**src/rtl/ser_clk_pkg.sv**
```systemverilog
`timescale 1ns/1ps
package ser_clk_pkg;

  typedef enum logic [1:0] {
    MODE_ASYNC_NORM  = 2'd0,
    MODE_ASYNC_DBL   = 2'd1,
    MODE_SYNC_MASTER = 2'd2,
    MODE_SYNC_SLAVE  = 2'd3
  } clk_mode_e;

  function automatic clk_mode_e decode_mode(input logic sync_mode,
                                            input logic dbl_speed,
                                            input logic xclk_dir);
    if (!sync_mode) return dbl_speed ? MODE_ASYNC_DBL : MODE_ASYNC_NORM;
    return xclk_dir ? MODE_SYNC_MASTER : MODE_SYNC_SLAVE;
  endfunction

endpackage

```
**src/rtl/ser_clk_baud_cnt.sv**
```systemverilog
`timescale 1ns/1ps
module ser_clk_baud_cnt #(
  parameter int DIV_W = 12
) (
  input  logic             clk_i,
  input  logic             rst_ni,
  input  logic [DIV_W-1:0] div_i,
  input  logic             reload_i,
  output logic             tick_o
);

  logic [DIV_W-1:0] cnt_q;
  logic             tick_q;
  logic             at_zero;

  assign at_zero = (cnt_q == '0);

  always_ff @(posedge clk_i or negedge rst_ni) begin
    if (!rst_ni) begin
      cnt_q  <= '0;
      tick_q <= 1'b0;
    end else begin
      tick_q <= at_zero && !reload_i;
      if (reload_i || at_zero) cnt_q <= div_i;
      else                     cnt_q <= cnt_q - 1'b1;
    end
  end

  assign tick_o = tick_q;

endmodule

```
**src/rtl/ser_clk_prescale.sv**
```systemverilog
`timescale 1ns/1ps
module ser_clk_prescale #(
  parameter int OVS_W = 4
) (
  input  logic clk_i,
  input  logic rst_ni,
  input  logic clr_i,
  input  logic half_i,
  input  logic tick_i,
  output logic wrap_o
);

  logic [OVS_W-1:0] pre_q;
  logic             full_last;
  logic             half_last;

  assign full_last = (pre_q == '1);
  assign half_last = (pre_q[OVS_W-2:0] == '1);
  assign wrap_o    = tick_i && (half_i ? half_last : full_last);

  always_ff @(posedge clk_i or negedge rst_ni) begin
    if (!rst_ni)      pre_q <= '0;
    else if (clr_i)   pre_q <= '0;
    else if (tick_i)  pre_q <= pre_q + 1'b1;
  end

endmodule

```
**src/rtl/ser_clk_xclk_sync.sv**
```systemverilog
`timescale 1ns/1ps
module ser_clk_xclk_sync #(
  parameter int STAGES = 2
) (
  input  logic clk_i,
  input  logic rst_ni,
  input  logic xclk_i,
  output logic rise_o,
  output logic fall_o
);

  logic [STAGES-1:0] sync_q;
  logic              prev_q;

  always_ff @(posedge clk_i or negedge rst_ni) begin
    if (!rst_ni) begin
      sync_q <= '0;
      prev_q <= 1'b0;
    end else begin
      sync_q <= {sync_q[STAGES-2:0], xclk_i};
      prev_q <= sync_q[STAGES-1];
    end
  end

  assign rise_o =  sync_q[STAGES-1] && !prev_q;
  assign fall_o = !sync_q[STAGES-1] &&  prev_q;

endmodule

```
**src/rtl/ser_clk_gen.sv**
```systemverilog
`timescale 1ns/1ps
module ser_clk_gen
  import ser_clk_pkg::*;
#(
  parameter int DIV_W       = 12,
  parameter int OVS_W       = 4,
  parameter int SYNC_STAGES = 2
) (
  input  logic             clk_i,
  input  logic             rst_ni,
  input  logic             sync_mode_i,
  input  logic             dbl_speed_i,
  input  logic             xclk_dir_i,
  input  logic [DIV_W-1:0] divisor_i,
  input  logic             divisor_wr_i,
  input  logic             xclk_i,
  output logic             tx_tick_o,
  output logic             rx_tick_o,
  output logic             xclk_o,
  output logic             xclk_oe_o,
  output logic             xclk_rise_o,
  output logic             xclk_fall_o
);

  clk_mode_e mode;
  logic      base_tick;
  logic      ovs_wrap;
  logic      ext_rise, ext_fall;
  logic      mclk_q;
  logic      is_master;

  assign mode      = decode_mode(sync_mode_i, dbl_speed_i, xclk_dir_i);
  assign is_master = (mode == MODE_SYNC_MASTER);

  ser_clk_baud_cnt #(.DIV_W(DIV_W)) u_cnt (
    .clk_i    (clk_i),
    .rst_ni   (rst_ni),
    .div_i    (divisor_i),
    .reload_i (divisor_wr_i),
    .tick_o   (base_tick)
  );

  ser_clk_prescale #(.OVS_W(OVS_W)) u_pre (
    .clk_i  (clk_i),
    .rst_ni (rst_ni),
    .clr_i  (sync_mode_i || divisor_wr_i),
    .half_i (mode == MODE_ASYNC_DBL),
    .tick_i (base_tick),
    .wrap_o (ovs_wrap)
  );

  ser_clk_xclk_sync #(.STAGES(SYNC_STAGES)) u_sync (
    .clk_i  (clk_i),
    .rst_ni (rst_ni),
    .xclk_i (xclk_i),
    .rise_o (ext_rise),
    .fall_o (ext_fall)
  );

  // master clock level; idles low outside master mode
  always_ff @(posedge clk_i or negedge rst_ni) begin
    if (!rst_ni)         mclk_q <= 1'b0;
    else if (!is_master) mclk_q <= 1'b0;
    else if (base_tick)  mclk_q <= !mclk_q;
  end

  always_comb begin
    tx_tick_o   = 1'b0;
    rx_tick_o   = 1'b0;
    xclk_o      = 1'b0;
    xclk_oe_o   = 1'b0;
    xclk_rise_o = 1'b0;
    xclk_fall_o = 1'b0;
    unique case (mode)
      MODE_ASYNC_NORM, MODE_ASYNC_DBL: begin
        rx_tick_o = base_tick;
        tx_tick_o = ovs_wrap;
      end
      MODE_SYNC_MASTER: begin
        xclk_oe_o = 1'b1;
        xclk_o    = mclk_q;
        rx_tick_o = base_tick && !mclk_q;
        tx_tick_o = base_tick &&  mclk_q;
      end
      MODE_SYNC_SLAVE: begin
        xclk_rise_o = ext_rise;
        xclk_fall_o = ext_fall;
        rx_tick_o   = ext_rise;
        tx_tick_o   = ext_fall;
      end
      default: ;
    endcase
  end

endmodule

```
**config.mk**
```make
export PLATFORM = sky130hd
export DESIGN_NAME = ser_clk_gen
export DESIGN_NICKNAME = d
export VERILOG_FILES = /design/src/rtl/ser_clk_pkg.sv /design/src/rtl/ser_clk_baud_cnt.sv /design/src/rtl/ser_clk_prescale.sv /design/src/rtl/ser_clk_xclk_sync.sv /design/src/rtl/ser_clk_gen.sv
export SDC_FILE = /design/constraint.sdc
export NUM_CORES = 1
export LEC_CHECK = 0
export ABC_AREA = 1
export BUFFER_PORTS_ARGS = -buffer_cell sky130_fd_sc_hd__buf_2
export CELL_PAD_IN_SITES_DETAIL_PLACEMENT = 2
export CELL_PAD_IN_SITES_GLOBAL_PLACEMENT = 2
export CORE_MARGIN = 1.5
export CORE_UTILIZATION = 30
export CTS_CLUSTER_SIZE = 12
export DETAILED_ROUTE_END_ITERATION = 12
export PLACE_DENSITY = 0.73
export SLEW_MARGIN = 15
export SYNTH_ARGS = -nofsm -noshare
export SYNTH_HDL_FRONTEND = slang
export SYNTH_SLANG_ARGS = --single-unit
```
**constraint.sdc**
```tcl
create_clock -name clk_i -period 1.6 [get_ports clk_i]
set_input_delay 0.16 -clock clk_i [delete_from_list [all_inputs] [get_ports clk_i]]
set_output_delay 0.16 -clock clk_i [all_outputs]
set_load 0.02 [all_outputs]
```
After elaboration in Yosys (flattened, before gate mapping)
Cells that the tools add are included.
{ "word_totals": {"register_bits": 21, "latch_bits": 0, "ram_bits": 0, "rom_bits": 0, "in_bits": 19, "output_inout_bits": 6, "elab_cells": 45, "n_memories": 0} }
{ "classes": {"add_sub_neg": 2, "multipliers": 0, "div": 0, "magnitude_cmp": 0, "eq_ne": 6, "n_shift": 0, "n_mux": 15, "bitwise_logic": 0, "reduce_logical": 16} }
{ "op_table": {"columns": ["operator", "n"], "rows": [
  ["zero test 12 bit", 1],
  ["2-to-1 mux 12 bit", 1],
  ["subtractor 12 x 1 -> 12 bit, second input constant", 1],
  ["2-to-1 mux 1 bit", 9],
  ["2-to-1 mux 4 bit", 2],
  ["logical AND 1 bit", 6],
  ["case mux 1 bit (3 select lines)", 2],
  ["adder 4 x 1 -> 4 bit, second input constant", 1],
  ["== test 2 bit, second input constant", 2],
  ["== test 4 bit, second input constant", 1],
  ["zero test 1 bit", 4],
  ["== test 3 bit, second input constant", 1],
  ["== test 2 x 1 -> 1 bit, second input constant", 1],
  ["zero test 2 bit", 1],
  ["logical OR 1 bit", 2],
  ["2-to-1 mux 2 bit", 1],
  ["inequality test 2 x 1 -> 1 bit, second input constant", 1],
  ["nonzero test 2 bit", 1],
  ["OR reduction 2 bit", 1]
]} }

Logic depth before layout (Yosys ltp)
{ "depth": {"word_depth": 6, "depth_mapped": 9, "mapped_depth_nobuf": 9} }

By module
Synthesis repeated with hierarchy kept, for this count alone.
{ "unflattened": {"cells_unflattened": 176, "hier_area_um2": 1290.0} }
{ "modules_own_cells": {"columns": ["mod", "n_inst", "cells_per_inst", "area_each_um2", "seq_area_each_um2"], "rows": [
  ["ser_clk_baud_cnt", 1, 115, 822.0, 325.3],
  ["ser_clk_prescale", 1, 28, 239.0, 100.1],
  ["ser_clk_gen", 1, 26, 138.9, 25.0],
  ["ser_clk_xclk_sync", 1, 7, 90.1, 75.1]
]} }

Worst setup path after synthesis
OpenSTA, ideal clock, no wires.
{ "synth_timing": {"kind": "register to output", "from": "register u_pre.pre_q[0]", "to": "output port tx_tick_o", "t_arrival_ns": 1.199, "required_time_ns": 1.440, "slack_ns": 0.241, "path_stages_with_launch": 6, "path_buffers": 0, "path_cell_list": "dfrtp_1 ha_1 ha_1 a21oi_1 nand2_1 a31o_2"} }
{ "synth_via": {"elab_chain_len": 4, "word_cells_on_any_way": 5, "cone_classes": "eq/ne: 2; mux: 2; reduce/logical: 1"} }
{ "synth_lines": {"columns": ["item", "line_no", "source"], "rows": [
  ["from (decl)", "ser_clk_prescale.sv:13", "logic [OVS_W-1:0] pre_q;"],
  ["from (signal assigned)", "ser_clk_prescale.sv:24", "else if (tick_i) pre_q <= pre_q + 1'b1;"],
  ["== test 4 bit or == test 3 bit (tied branches)", "ser_clk_prescale.sv:17, ser_clk_prescale.sv:18", null],
  ["2-to-1 mux 1 bit *", "ser_clk_prescale.sv:19", "assign wrap_o = tick_i && (half_i ? half_last : full_last);"],
  ["logical AND 1 bit *", "ser_clk_prescale.sv:19", null],
  ["case mux 1 bit (3 select lines) *", "ser_clk_gen.sv:74", "unique case (mode)"],
  ["to (decl)", "ser_clk_gen.sv:17", "output logic tx_tick_o,"]
]} }
Mark *: on every way between the ends. The rest lies on a longest branch, timed or not.

Worst setup path in the final report
Ends and elaborated chain as after synthesis.

==> qor.csv <==
stage,metric,value,unit
sta,final.min_clock_period,1690,ps
global_route,grt_pass1_wl,5.75,mm
hold_path,worst_hold_path_stage_count,3,
clock_network,latest_clock_arrival_within_the_worst_skew_pair,260,ps
cells_and_area,final_cell_count_without_fillers,236,
hold_path,min_path_type,input port to flop,
die,die_area,4360,um^2
critical_path,setup.reg_to_reg.worst_slack,160,ps
logic_synthesis,yosysSeqAreaShare,44.1,%
critical_path,crit_path_start_kind,flop,
logic_synthesis,synthesis.nets,176,
die,placeableCoreArea,3740,um^2
placed_design,hpwlAfterDp,2.52,mm
drt,drc,0,
drt,post_drt_via_cell_ratio,4.78,
logic_synthesis,yosysWarnings,0,
run,number_of_violations_of_the_max_capacitance_limit,0,
sta,layout_setup_ws,-91.6,ps
global_route,antenna_violations_before_repair,0,
critical_path,timing.setup.critical_path_class,flop to output pin,
logic_synthesis,post_synth_instance_area,1190,um^2
logic_synthesis,synthesis.instances,153,
pwr,p_per_area,813,nW/um^2
cells_and_area,layout.cells.most_common,nand2_1,
clock_network,tritoncts_clock_tree,done,
placed_design,port_buffers,24,
critical_path,timing.critical_path.required,1440,ps
clock_network,clkTransAtPathRegs,80,ps
placed_design,postPlaceCellArea,1370,um^2
critical_path,arrival_time_at_the_worst_endpoint,1530,ps
hold_path,min-delay-start,divisor_i[11],
logic_synthesis,postSynthRegisterBits,21,
sta,hold_vio_cnt_final,0,
global_route,overall_global_routing_usage,17.3,%
global_route,grt_overflow,0,
drt,detail-route-antenna-nets,0,
critical_path,crit_fanout,2,
cells_and_area,total_area_of_multi_input_combinational_cells,599,um^2
sta,min_period_over_period,106,%
sta,worst_pin_slew,497,ps
logic_synthesis,average_size_of_a_mapped_cell,7.79,um^2
clock_network,cts-root-buf,clkbuf_8,
critical_path,r2r_path_start,u_cnt.cnt_q[0]$_DFF_PN0_,
cells_and_area,layout_common_cells,"48 x nand2_1, 23 x buf_2, 21 x dfrtp_1",
cells_and_area,final_area,1510,um^2
die,die_width,66.0,um
die,boundaryPins,25,
pwr,cellLeakagePower,0.000765,uW
drt,detail_route.iter0.violations,8,
sta,max_freq,0.591,GHz
sta,number_of_pins_with_negative_max_slew_slack_in_the_final_report,0,
placed_design,routabilityCongestion,0.753,
sta,worst_slew_margin_rel,66.9,%
sta,rsz_0062_raised_after_global_routing,yes,
critical_path,worst_setup_path_end_kind,output pin,
drt,drt-wirelength-per-cell,13.8,um
sta,setup-tns-final,-91.6,ps
global_route,grt_max_degree,22,
global_route,first_global_vias,1336,
logic_synthesis,synthDistinctLibCells,22,
cells_and_area,final_net_count,212,
cells_and_area,antenna-diode-count,0,
clock_network,cts-root-to-sink-buffers,2,
sta,timing.final.setup_violations,1,
pwr,ir_worst_vdd,0.000317,V
drt,detailroute.via_count,1128,
cells_and_area,area_overhead_vs_synth,26.4,%
die,fp.dieH,66.0,um
critical_path,critical_path.reg2reg.endpoint,u_cnt.cnt_q[8]$_DFF_PN0_,
hold_path,hold-path-endpoint,u_cnt.cnt_q[11]$_DFF_PN0_,
drt,drt-total-wl,3.26,mm
clock_network,cts_sinks,21,
clock_network,number_of_buffers_inserted_during_clock_tree_synthesis,3,
outcome,violations,negative setup slack,
sta,final.setup_skew,1.75,ps
cells_and_area,final_layout_size_suffix_gt1_share,27.7,%
cells_and_area,fillers,466,
cells_and_area,ff_latch_area,526,um^2
die,initial_standard_cell_utilization_of_the_core,31.8,%
critical_path,timing.reg2reg.worst_path_depth,9,
placed_design,post-place-ws,77.6,ps
clock_network,cts_htree_levels,1,
drt,first_pass_iters,3,
placed_design,post-place-cells,225,
die,core.rowCount,22,
outcome,status,finished with violations,
sta,fin_hold_ws,97.0,ps
[routing by layer]
layer  vias up  track usage [%]  part of all wire, %
met5         -                0                    0
met3         4             2.21                  2.4
met1       555             18.2                   39
met2        17             35.5                   58
li1        552                -                    -
met4         0             3.83                 0.92
[worst max-delay path by stage]
stage / startpoint / end / slack (ps) / cells past startpoint
after floorplan: u_pre.pre_q[0]$_DFFE_PN0P_ / tx_tick_o / 240 / 5
after global placement: u_pre.pre_q[0]$_DFFE_PN0P_ / tx_tick_o / 100 / 6
after detailed placement: u_pre.pre_q[0]$_DFFE_PN0P_ / tx_tick_o / 80 / 6
after CTS: u_pre.pre_q[1]$_DFFE_PN0P_ / tx_tick_o / -130 / 6
after global routing: u_pre.pre_q[0]$_DFFE_PN0P_ / tx_tick_o / -170 / 6
final: u_pre.pre_q[0]$_DFFE_PN0P_ / tx_tick_o / -90 / 6
[cell families (layout without fill, tap and decap cells)]
group,after synthesis,after routing,share of synthesized area [%]
xor+xnor,5,5,3.68
fa+ha+maj,4,4,4.20
compound gates,15,15,7.77
flops,21,21,44.1
buf+inv,19,54,7.35
simple gates,89,89,32.9
[worst max-delay path, stage by stage (launching register included)]
cell and delay [ps]:
dfrtp_1 390, ha_2 210, ha_4 160, a21oi_2 100
nand2_1 60, a31o_2 230, buf_6 130
[metrics by stage]
| step | total power [uW] | util [%] |
|---|---|---|
| after floorplan | 783 | - |
| after global placement | 861 | 36.6 |
| after detailed placement | 880 | 36.6 |
| after CTS | 1240 | 39.2 |
| after global routing | 1320 | 40.2 |
| final | 1220 | 40.2 |
[power by group]
group          internal (uW)  leakage, uW  switching, uW
clock                    177    0.0000228            174
combinational            106     0.000478            152
sequential               571     0.000264           44.2
total                    854     0.000765            370
[cell usage after synthesis]
| cell | n | area, um^2 |
|---|---|---|
| nand2_1 | 48 | 180 |
| dfrtp_1 | 21 | 526 |
| nor2_1 | 18 | 67.6 |
| inv_1 | 17 | 63.8 |
| o21ai_0 | 7 | 35.0 |
| nand3_1 | 5 | 25.0 |
| ha_1 | 4 | 50.1 |
| nand4_1 | 4 | 25.0 |
| nor2_2 | 4 | 25.0 |
| a21oi_1 | 3 | 15.0 |
| nand2_2 | 3 | 18.8 |
| nand3b_1 | 3 | 22.5 |
| o21ai_2 | 3 | 26.3 |
| xnor2_1 | 3 | 26.3 |
| nor3_1 | 2 | 10.0 |
| xor2_1 | 2 | 17.5 |
| a31o_2 | 1 | 8.76 |
| and2_1 | 1 | 6.26 |
| buf_12 | 1 | 20.0 |
| inv_2 | 1 | 3.75 |
| nand2_4 | 1 | 11.3 |
| o211ai_1 | 1 | 7.51 |
[what timing repair did]
action | CTS | global route
pin swaps | 4 | 4
buffers inserted | 2 | 3
hold buffers | 1 | 1
endpoints found under the setup margin | 1 | 4
endpoints found under the hold margin | 21 | 1
gates resized for setup | 6 | 3
[state kept, by name (all words and copies together) (netlist names)]
signal / count
u_sync.prev_q: 1
u_sync.sync_q: 2
u_cnt.cnt_q: 12
mclk_q: 1
u_pre.pre_q: 4
u_cnt.tick_o: 1
[layout make-up]
class	count	area share, %
multi-input combinational	113	39.8
sequential	21	34.9
timing repair buffer	32	13.5
inverter	18	4.74
tap	48	3.99
clock buffer	4	2.99
Power figures use the tool's default switching activity.
